$ cat config.mk
export PLATFORM = sky130hd
export DESIGN_NAME = smb_cmd_decoder
export DESIGN_NICKNAME = d
export VERILOG_FILES = /design/src/rtl/smb_dec_pkg.sv /design/src/rtl/smb_byte_classify.sv /design/src/rtl/smb_frame_fsm.sv /design/src/rtl/smb_cmd_decoder.sv
export SDC_FILE = /design/constraint.sdc
export NUM_CORES = 1
export LEC_CHECK = 0
export BUFFER_PORTS_ARGS = -buffer_cell sky130_fd_sc_hd__buf_2
export CELL_PAD_IN_SITES_DETAIL_PLACEMENT = 0
export CELL_PAD_IN_SITES_GLOBAL_PLACEMENT = 1
export CORE_MARGIN = 8
export CORE_UTILIZATION = 40
export DETAILED_ROUTE_END_ITERATION = 7
export GPL_ROUTABILITY_DRIVEN = 0
export HOLD_SLACK_MARGIN = 0.15
export PLACE_DENSITY_LB_ADDON = 0.05
export SLEW_MARGIN = 30
export SYNTH_ARGS = -nofsm -noshare
export SYNTH_HDL_FRONTEND = slang
export SYNTH_SLANG_ARGS = --single-unit
$ cat constraint.sdc
create_clock -name clk -period 2.6 [get_ports clk]
set_clock_uncertainty 0.1 [all_clocks]
set_input_delay 0.52 -clock clk [delete_from_list [all_inputs] [get_ports clk]]
set_output_delay 0.52 -clock clk [all_outputs]
set_load 0.005 [all_outputs]
$ cat src/rtl/smb_dec_pkg.sv
package smb_dec_pkg;

    typedef enum logic [3:0] {
        ST_IDLE,
        ST_ADDR,
        ST_CMD,
        ST_HI,
        ST_LO,
        ST_FILL,
        ST_ERASE_RDY,
        ST_SEND1,
        ST_READ,
        ST_SKIP
    } frame_st_e;

    typedef struct packed {
        logic addr_hit;
        logic rw_read;
        logic is_erase_cmd;
        logic ptr_ok;
        logic hi_ok;
    } byte_class_t;

endpackage

$ cat src/rtl/smb_byte_classify.sv
module smb_byte_classify
    import smb_dec_pkg::*;
#(
    parameter int          PTR_W      = 7,
    parameter logic [6:0]  DEV_ADDR   = 7'h5A,
    parameter logic [7:0]  ERASE_CMD  = 8'hA2,
    parameter logic [7:0]  NV_HI_BASE = 8'h80
) (
    input  logic [7:0]  byte_i,
    output byte_class_t cls_o
);

    logic ptr_ok_w;

    generate
        if (PTR_W >= 8) begin : g_ptr_full
            assign ptr_ok_w = 1'b1;
        end else begin : g_ptr_part
            assign ptr_ok_w = (byte_i[7:PTR_W] == '0);
        end
    endgenerate

    always_comb begin
        cls_o.addr_hit     = (byte_i[7:1] == DEV_ADDR);
        cls_o.rw_read      = byte_i[0];
        cls_o.is_erase_cmd = (byte_i == ERASE_CMD);
        cls_o.ptr_ok       = ptr_ok_w;
        cls_o.hi_ok        = (byte_i[7:1] == NV_HI_BASE[7:1]);
    end

endmodule

$ cat src/rtl/smb_frame_fsm.sv
module smb_frame_fsm
    import smb_dec_pkg::*;
#(
    parameter int PTR_W  = 7,
    parameter int PAGE_W = 4
) (
    input  logic              clk,
    input  logic              rst_n,
    input  logic              bus_start,
    input  logic              bus_stop,
    input  logic              rx_valid,
    input  logic [7:0]        rx_byte,
    input  logic              erase_busy,
    input  byte_class_t       cls,
    output logic              ack_o,
    output logic              ptr_load_o,
    output logic [PTR_W-1:0]  ptr_val_o,
    output logic              erase_fire_o,
    output logic [PAGE_W-1:0] page_o
);

    localparam int LO_BITS = PAGE_W - 1;

    typedef struct packed {
        frame_st_e          st;
        logic               ack;
        logic [PTR_W-1:0]   ptr;
        logic               hi;
        logic [LO_BITS-1:0] lo;
    } fsm_t;

    fsm_t d, q;

    always_comb begin
        d = q;
        if (bus_start) begin
            d.st = ST_ADDR;
        end else if (bus_stop) begin
            d.st = ST_IDLE;
        end else if (rx_valid) begin
            d.ack = 1'b0;
            if (erase_busy) begin
                if (q.st != ST_IDLE) d.st = ST_SKIP;
            end else begin
                case (q.st)
                    ST_ADDR: begin
                        if (cls.addr_hit) begin
                            d.ack = 1'b1;
                            d.st  = cls.rw_read ? ST_READ : ST_CMD;
                        end else begin
                            d.st = ST_SKIP;
                        end
                    end
                    ST_CMD: begin
                        if (cls.is_erase_cmd) begin
                            d.ack = 1'b1;
                            d.st  = ST_HI;
                        end else if (cls.ptr_ok) begin
                            d.ack = 1'b1;
                            d.ptr = rx_byte[PTR_W-1:0];
                            d.st  = ST_SEND1;
                        end else begin
                            d.st = ST_SKIP;
                        end
                    end
                    ST_HI: begin
                        if (cls.hi_ok) begin
                            d.ack = 1'b1;
                            d.hi  = rx_byte[0];
                            d.st  = ST_LO;
                        end else begin
                            d.st = ST_SKIP;
                        end
                    end
                    ST_LO: begin
                        d.ack = 1'b1;
                        d.lo  = rx_byte[7 -: LO_BITS];
                        d.st  = ST_FILL;
                    end
                    ST_FILL: begin
                        d.ack = 1'b1;
                        d.st  = ST_ERASE_RDY;
                    end
                    ST_SEND1, ST_ERASE_RDY: begin
                        d.st = ST_SKIP;
                    end
                    default: begin
                        d.st = q.st;
                    end
                endcase
            end
        end
    end

    always_ff @(posedge clk) begin
        if (!rst_n) begin
            q <= '{st: ST_IDLE, ack: 1'b0, ptr: '0, hi: 1'b0, lo: '0};
        end else begin
            q <= d;
        end
    end

    assign ack_o        = q.ack;
    assign ptr_load_o   = bus_stop && !bus_start && !erase_busy && (q.st == ST_SEND1);
    assign ptr_val_o    = q.ptr;
    assign erase_fire_o = bus_stop && !bus_start && !erase_busy && (q.st == ST_ERASE_RDY);
    assign page_o       = {q.hi, q.lo};

    // a byte seen while the store is busy is always refused
    assert_busy_nack_R7: assert property (@(posedge clk) disable iff (!rst_n)
        (rx_valid && erase_busy && !bus_start && !bus_stop) |=> !ack_o);

    // the decision only moves on a byte
    assert_ack_hold_R10: assert property (@(posedge clk) disable iff (!rst_n)
        !rx_valid |=> $stable(ack_o));

    // once skipping, bytes are refused until a start
    assert_skip_nack_R1: assert property (@(posedge clk) disable iff (!rst_n)
        (q.st == ST_SKIP && rx_valid && !bus_start && !bus_stop) |=> !ack_o);

    // a refused high byte never leads on to the low byte stage
    assert_hi_gate_R4: assert property (@(posedge clk) disable iff (!rst_n)
        (q.st == ST_HI && rx_valid && !bus_start && !bus_stop && !cls.hi_ok) |=> (q.st != ST_LO));

endmodule

$ cat src/rtl/smb_cmd_decoder.sv
module smb_cmd_decoder
    import smb_dec_pkg::*;
#(
    parameter int          PTR_W      = 7,
    parameter int          PAGE_W     = 4,
    parameter logic [6:0]  DEV_ADDR   = 7'h5A,
    parameter logic [7:0]  ERASE_CMD  = 8'hA2,
    parameter logic [7:0]  NV_HI_BASE = 8'h80
) (
    input  logic              clk,
    input  logic              rst_n,
    input  logic              bus_start,
    input  logic              bus_stop,
    input  logic [7:0]        rx_byte,
    input  logic              rx_valid,
    input  logic              erase_busy,
    output logic              ack_out,
    output logic [PTR_W-1:0]  ram_ptr,
    output logic              erase_req,
    output logic [PAGE_W-1:0] erase_page
);

    typedef struct packed {
        logic [PTR_W-1:0]  ptr;
        logic              req;
        logic [PAGE_W-1:0] page;
    } out_t;

    byte_class_t       cls_w;
    logic              ptr_load_w;
    logic [PTR_W-1:0]  ptr_val_w;
    logic              fire_w;
    logic [PAGE_W-1:0] page_w;
    out_t              d, q;

    smb_byte_classify #(
        .PTR_W      (PTR_W),
        .DEV_ADDR   (DEV_ADDR),
        .ERASE_CMD  (ERASE_CMD),
        .NV_HI_BASE (NV_HI_BASE)
    ) u_cls (
        .byte_i (rx_byte),
        .cls_o  (cls_w)
    );

    smb_frame_fsm #(
        .PTR_W  (PTR_W),
        .PAGE_W (PAGE_W)
    ) u_fsm (
        .clk          (clk),
        .rst_n        (rst_n),
        .bus_start    (bus_start),
        .bus_stop     (bus_stop),
        .rx_valid     (rx_valid),
        .rx_byte      (rx_byte),
        .erase_busy   (erase_busy),
        .cls          (cls_w),
        .ack_o        (ack_out),
        .ptr_load_o   (ptr_load_w),
        .ptr_val_o    (ptr_val_w),
        .erase_fire_o (fire_w),
        .page_o       (page_w)
    );

    always_comb begin
        d     = q;
        d.req = fire_w;
        if (fire_w)     d.page = page_w;
        if (ptr_load_w) d.ptr  = ptr_val_w;
    end

    always_ff @(posedge clk) begin
        if (!rst_n) begin
            q <= '0;
        end else begin
            q <= d;
        end
    end

    assign ram_ptr    = q.ptr;
    assign erase_req  = q.req;
    assign erase_page = q.page;

    // the request is a single-cycle pulse
    assert_erase_pulse_R5: assert property (@(posedge clk) disable iff (!rst_n)
        erase_req |=> !erase_req);

    // an erase only ever follows a stop
    assert_erase_on_stop_R6: assert property (@(posedge clk) disable iff (!rst_n)
        erase_req |-> $past(bus_stop));

    // the pointer only moves right after a stop
    assert_ptr_on_stop_R2: assert property (@(posedge clk) disable iff (!rst_n)
        !$stable(ram_ptr) |-> $past(bus_stop));

    // the page index only moves together with a request
    assert_page_with_req_R5: assert property (@(posedge clk) disable iff (!rst_n)
        !$stable(erase_page) |-> erase_req);

endmodule

==> run_results.csv <==
group,metric,value,unit
drt,ant_nets,0,
cells_and_area,mostFrequentLayoutCells,"dfxtp_1, buf_2, nor2_1",
timing,worstMarginPinSlew,0.676,ns
synthesis,synth_area_leaders,"dfxtp_1, mux2i_1, nor2_1",
drt,drtIter0Drc,85,
cells_and_area,fin_util,0.465,
synthesis,synth_top_area_cell,"dfxtp_1",
cells_and_area,layout.cells.non_filler,207,
global_routing,grt_pass1_wl,4730,um
worst_setup_path,path_cells,"or4b_4 -> or3_1 -> mux2i_1 -> nor2_1",
place,place_area,0.00146,mm2
timing,rsz0062_at_grt,"no",
clocking,htree_levels,1,
clocking,path_clk_slew,0.17,ns
place,dp_hpwl,2210,um
synthesis,ys_seq_elements,28,
synthesis,ys.warnings.count,0,
power_and_ir_drop,swShare,0.222,
drt,vias_per_cell,5.25,
min_path,hp-class,"in2reg",
power_and_ir_drop,p_seq_frac,0.561,
global_routing,grt_use_total,0.111,
floorplan,core_area,0.00326,mm2
global_routing,antenna_found_initial,0,
floorplan,start_util,0.404,
floorplan,io_pins,27,
clocking,cts_made_buffers,3,
floorplan,die_h,73.4,um
clocking,clk_root_buffer_cell,"clkbuf_4",
timing,post-route-period-util,0.808,
synthesis,syn-cell-area,0.00132,mm2
power_and_ir_drop,vdd_ir_drop_max,0.294,mV
power_and_ir_drop,cellInternalPower,0.000602,W
clocking,cts_tree,"done",
drt,num_vias,1086,
clocking,cts_resized,0,
synthesis,synth_flop_cell,"dfxtp_1",
synthesis,synthesis.nets,152,
clocking,cts.path.max_buffers,2,
job,maxCapViolations,0,
cells_and_area,layout_commonest_cell,"dfxtp_1",
synthesis,ys_types,37,
worst_setup_path,crit_path_start_kind,"flip-flop",
power_and_ir_drop,p_per_area,511,mW/mm2
status,status,"completed",
synthesis,synth_edf_count,0,
drt,drt_wl_total,2930,um
drt,drc_errors,0,
cells_and_area,area_delta_synth_final,15.2,%
worst_setup_path,timing.critical_path.buf_inv,0,
timing,relSlewSlack,0.543,
cells_and_area,antenna_cells,0,
timing,period_needed,2.10,ns
worst_setup_path,worst-path-max-fanout,12,
timing,fmax,476,MHz
global_routing,grt_max_degree,23,
drt,drt_pass1_iterations,4,
power_and_ir_drop,p_sw,0.000172,W
clocking,cts_sinks,28,
synthesis,synth_top_cell_area_share,0.426,
place,numPortBuffers,26,
timing,hold_viol,0,
floorplan,die_w,73.4,um
worst_setup_path,path_class,"reg2reg",
global_routing,grt_overflow_total,0,
timing,slew_violations,0,
synthesis,yosysSeqAreaShare,0.426,
floorplan,rows,21,
cells_and_area,finalInstanceArea,0.00152,mm2
timing,tns,0,ns
worst_setup_path,crit_required,2.74,ns
worst_setup_path,crit_family,"simple AND/OR/NAND/NOR gates",
clocking,postCtsSetupRepairBufs,0,
synthesis,async_flop_share,0,
cells_and_area,nets,176,
cells_and_area,drive_above_1_share,0.236,
power_and_ir_drop,clkPwrFrac,0.381,
power_and_ir_drop,combinationalPowerShare,0.058,
synthesis,avgSynthCellArea,9.54,um2
synthesis,synth_cells,138,
cells_and_area,fillerInstances,359,
power_and_ir_drop,p_leak,0.659,nW
worst_setup_path,slowest_delay,0.57,ns
worst_setup_path,crit_slowest_cell,"dfxtp_1",
worst_setup_path,arrival,2.24,ns
global_routing,grt_pass1_vias,1021,
worst_setup_path,cp-end-kind,"flip-flop",
drt,wl_per_cell,14.1,um
clocking,clock_latency,0.34,ns
floorplan,dieArea,0.00538,mm2
timing,finalSetupViolCount,0,
clocking,cts_hold_buf,0,
place,dp.cells,203,
-- power by group through the flow --
stage	registers (W)	logic [W]	clock network, W
CTS	0.000434	0.0000455	0.000297
finish	0.000434	0.0000448	0.000295
detailed placement	0.000443	0.0000454	0
floorplan	0.000440	0.0000229	0
global placement	0.000443	0.0000451	0
global route	0.000435	0.0000501	0.000313
-- final timing paths --
check	cells past startpoint	end	slack (ns)	start
max	4	ram_ptr[6]$_SDFFE_PN0P_	0.50	u_fsm.q[13]$_SDFFE_PP0P_
min	3	u_fsm.page_o[3]$_SDFFE_PN0P_	0.33	rx_byte[0]
max reg2reg	4	ram_ptr[6]$_SDFFE_PN0P_	0.50	u_fsm.q[13]$_SDFFE_PP0P_
min reg2reg	2	erase_page[3]$_SDFFE_PN0P_	0.41	erase_page[3]$_SDFFE_PN0P_
-- cells in the mapped netlist, types with 2 or more instances --
cell type   n
or4b_4      3
or3_1       3
dfxtp_1    28
o311ai_0    2
nand2_1     5
mux2i_1    21
a211oi_1    3
a21oi_1     4
nand4_1     2
nor4b_1     2
inv_1       5
nor4_1      3
o211ai_1    3
nand2b_1    2
clkbuf_1    4
buf_2       2
nor2_1     24
buf_6       2
nor3_1      2
-- per-stage QoR --
step,setup WS (ns),hold WS (ns),power [W]
3_3_place_gp,0.376,0.367,0.000488
3_5_place_dp,0.357,0.376,0.000489
6_report,0.499,0.335,0.000775
4_1_cts,0.501,0.342,0.000777
2_1_floorplan,0.613,0.360,0.000463
5_1_grt,0.365,0.348,0.000797
-- final cells by class --
cell class / instances / area [um2] / share of cell area
clock inverters: 1 / 30.0 / 0.0198
flip-flops and latches: 28 / 561 / 0.370
inverters: 5 / 18.8 / 0.0124
multi-input cells: 97 / 689 / 0.455
clock buffers: 3 / 22.5 / 0.0149
well taps: 46 / 57.6 / 0.0380
repair buffers: 27 / 138 / 0.0908
-- kinds of logic (layout without fill, tap and decap cells) --
kind of cell,Yosys count,in the layout,synth area share
compound gates,24,24,0.138
buf+inv,13,36,0.0504
simple gates,52,52,0.226
flops,28,28,0.426
mux,21,21,0.160
-- worst min-delay path, delay by kind of cell --
family / cells / cell delay [ns]
buf+inv: 1 / 0.12
simple gates: 1 / 0.06
compound gates: 1 / 0.05
-- registers in the layout (all words and copies together), names as in the netlist --
| signal | cells |
|---|---|
| u_fsm.q | 4 |
| u_fsm.page_o | 4 |
| erase_page | 4 |
| u_fsm.ack_o | 1 |
| ram_ptr | 7 |
| erase_req | 1 |
| u_fsm.ptr_val_o | 7 |
-- routing by layer --
layer  up-vias  track usage  wire length (um)
met5         -            0                 0
met4         0       0.0466                60
met3         8       0.0273               191
met2        32        0.165              1290
met1       492        0.149              1380
li1        554            -                 -
No activity file was read; power rests on OpenSTA's default activity.
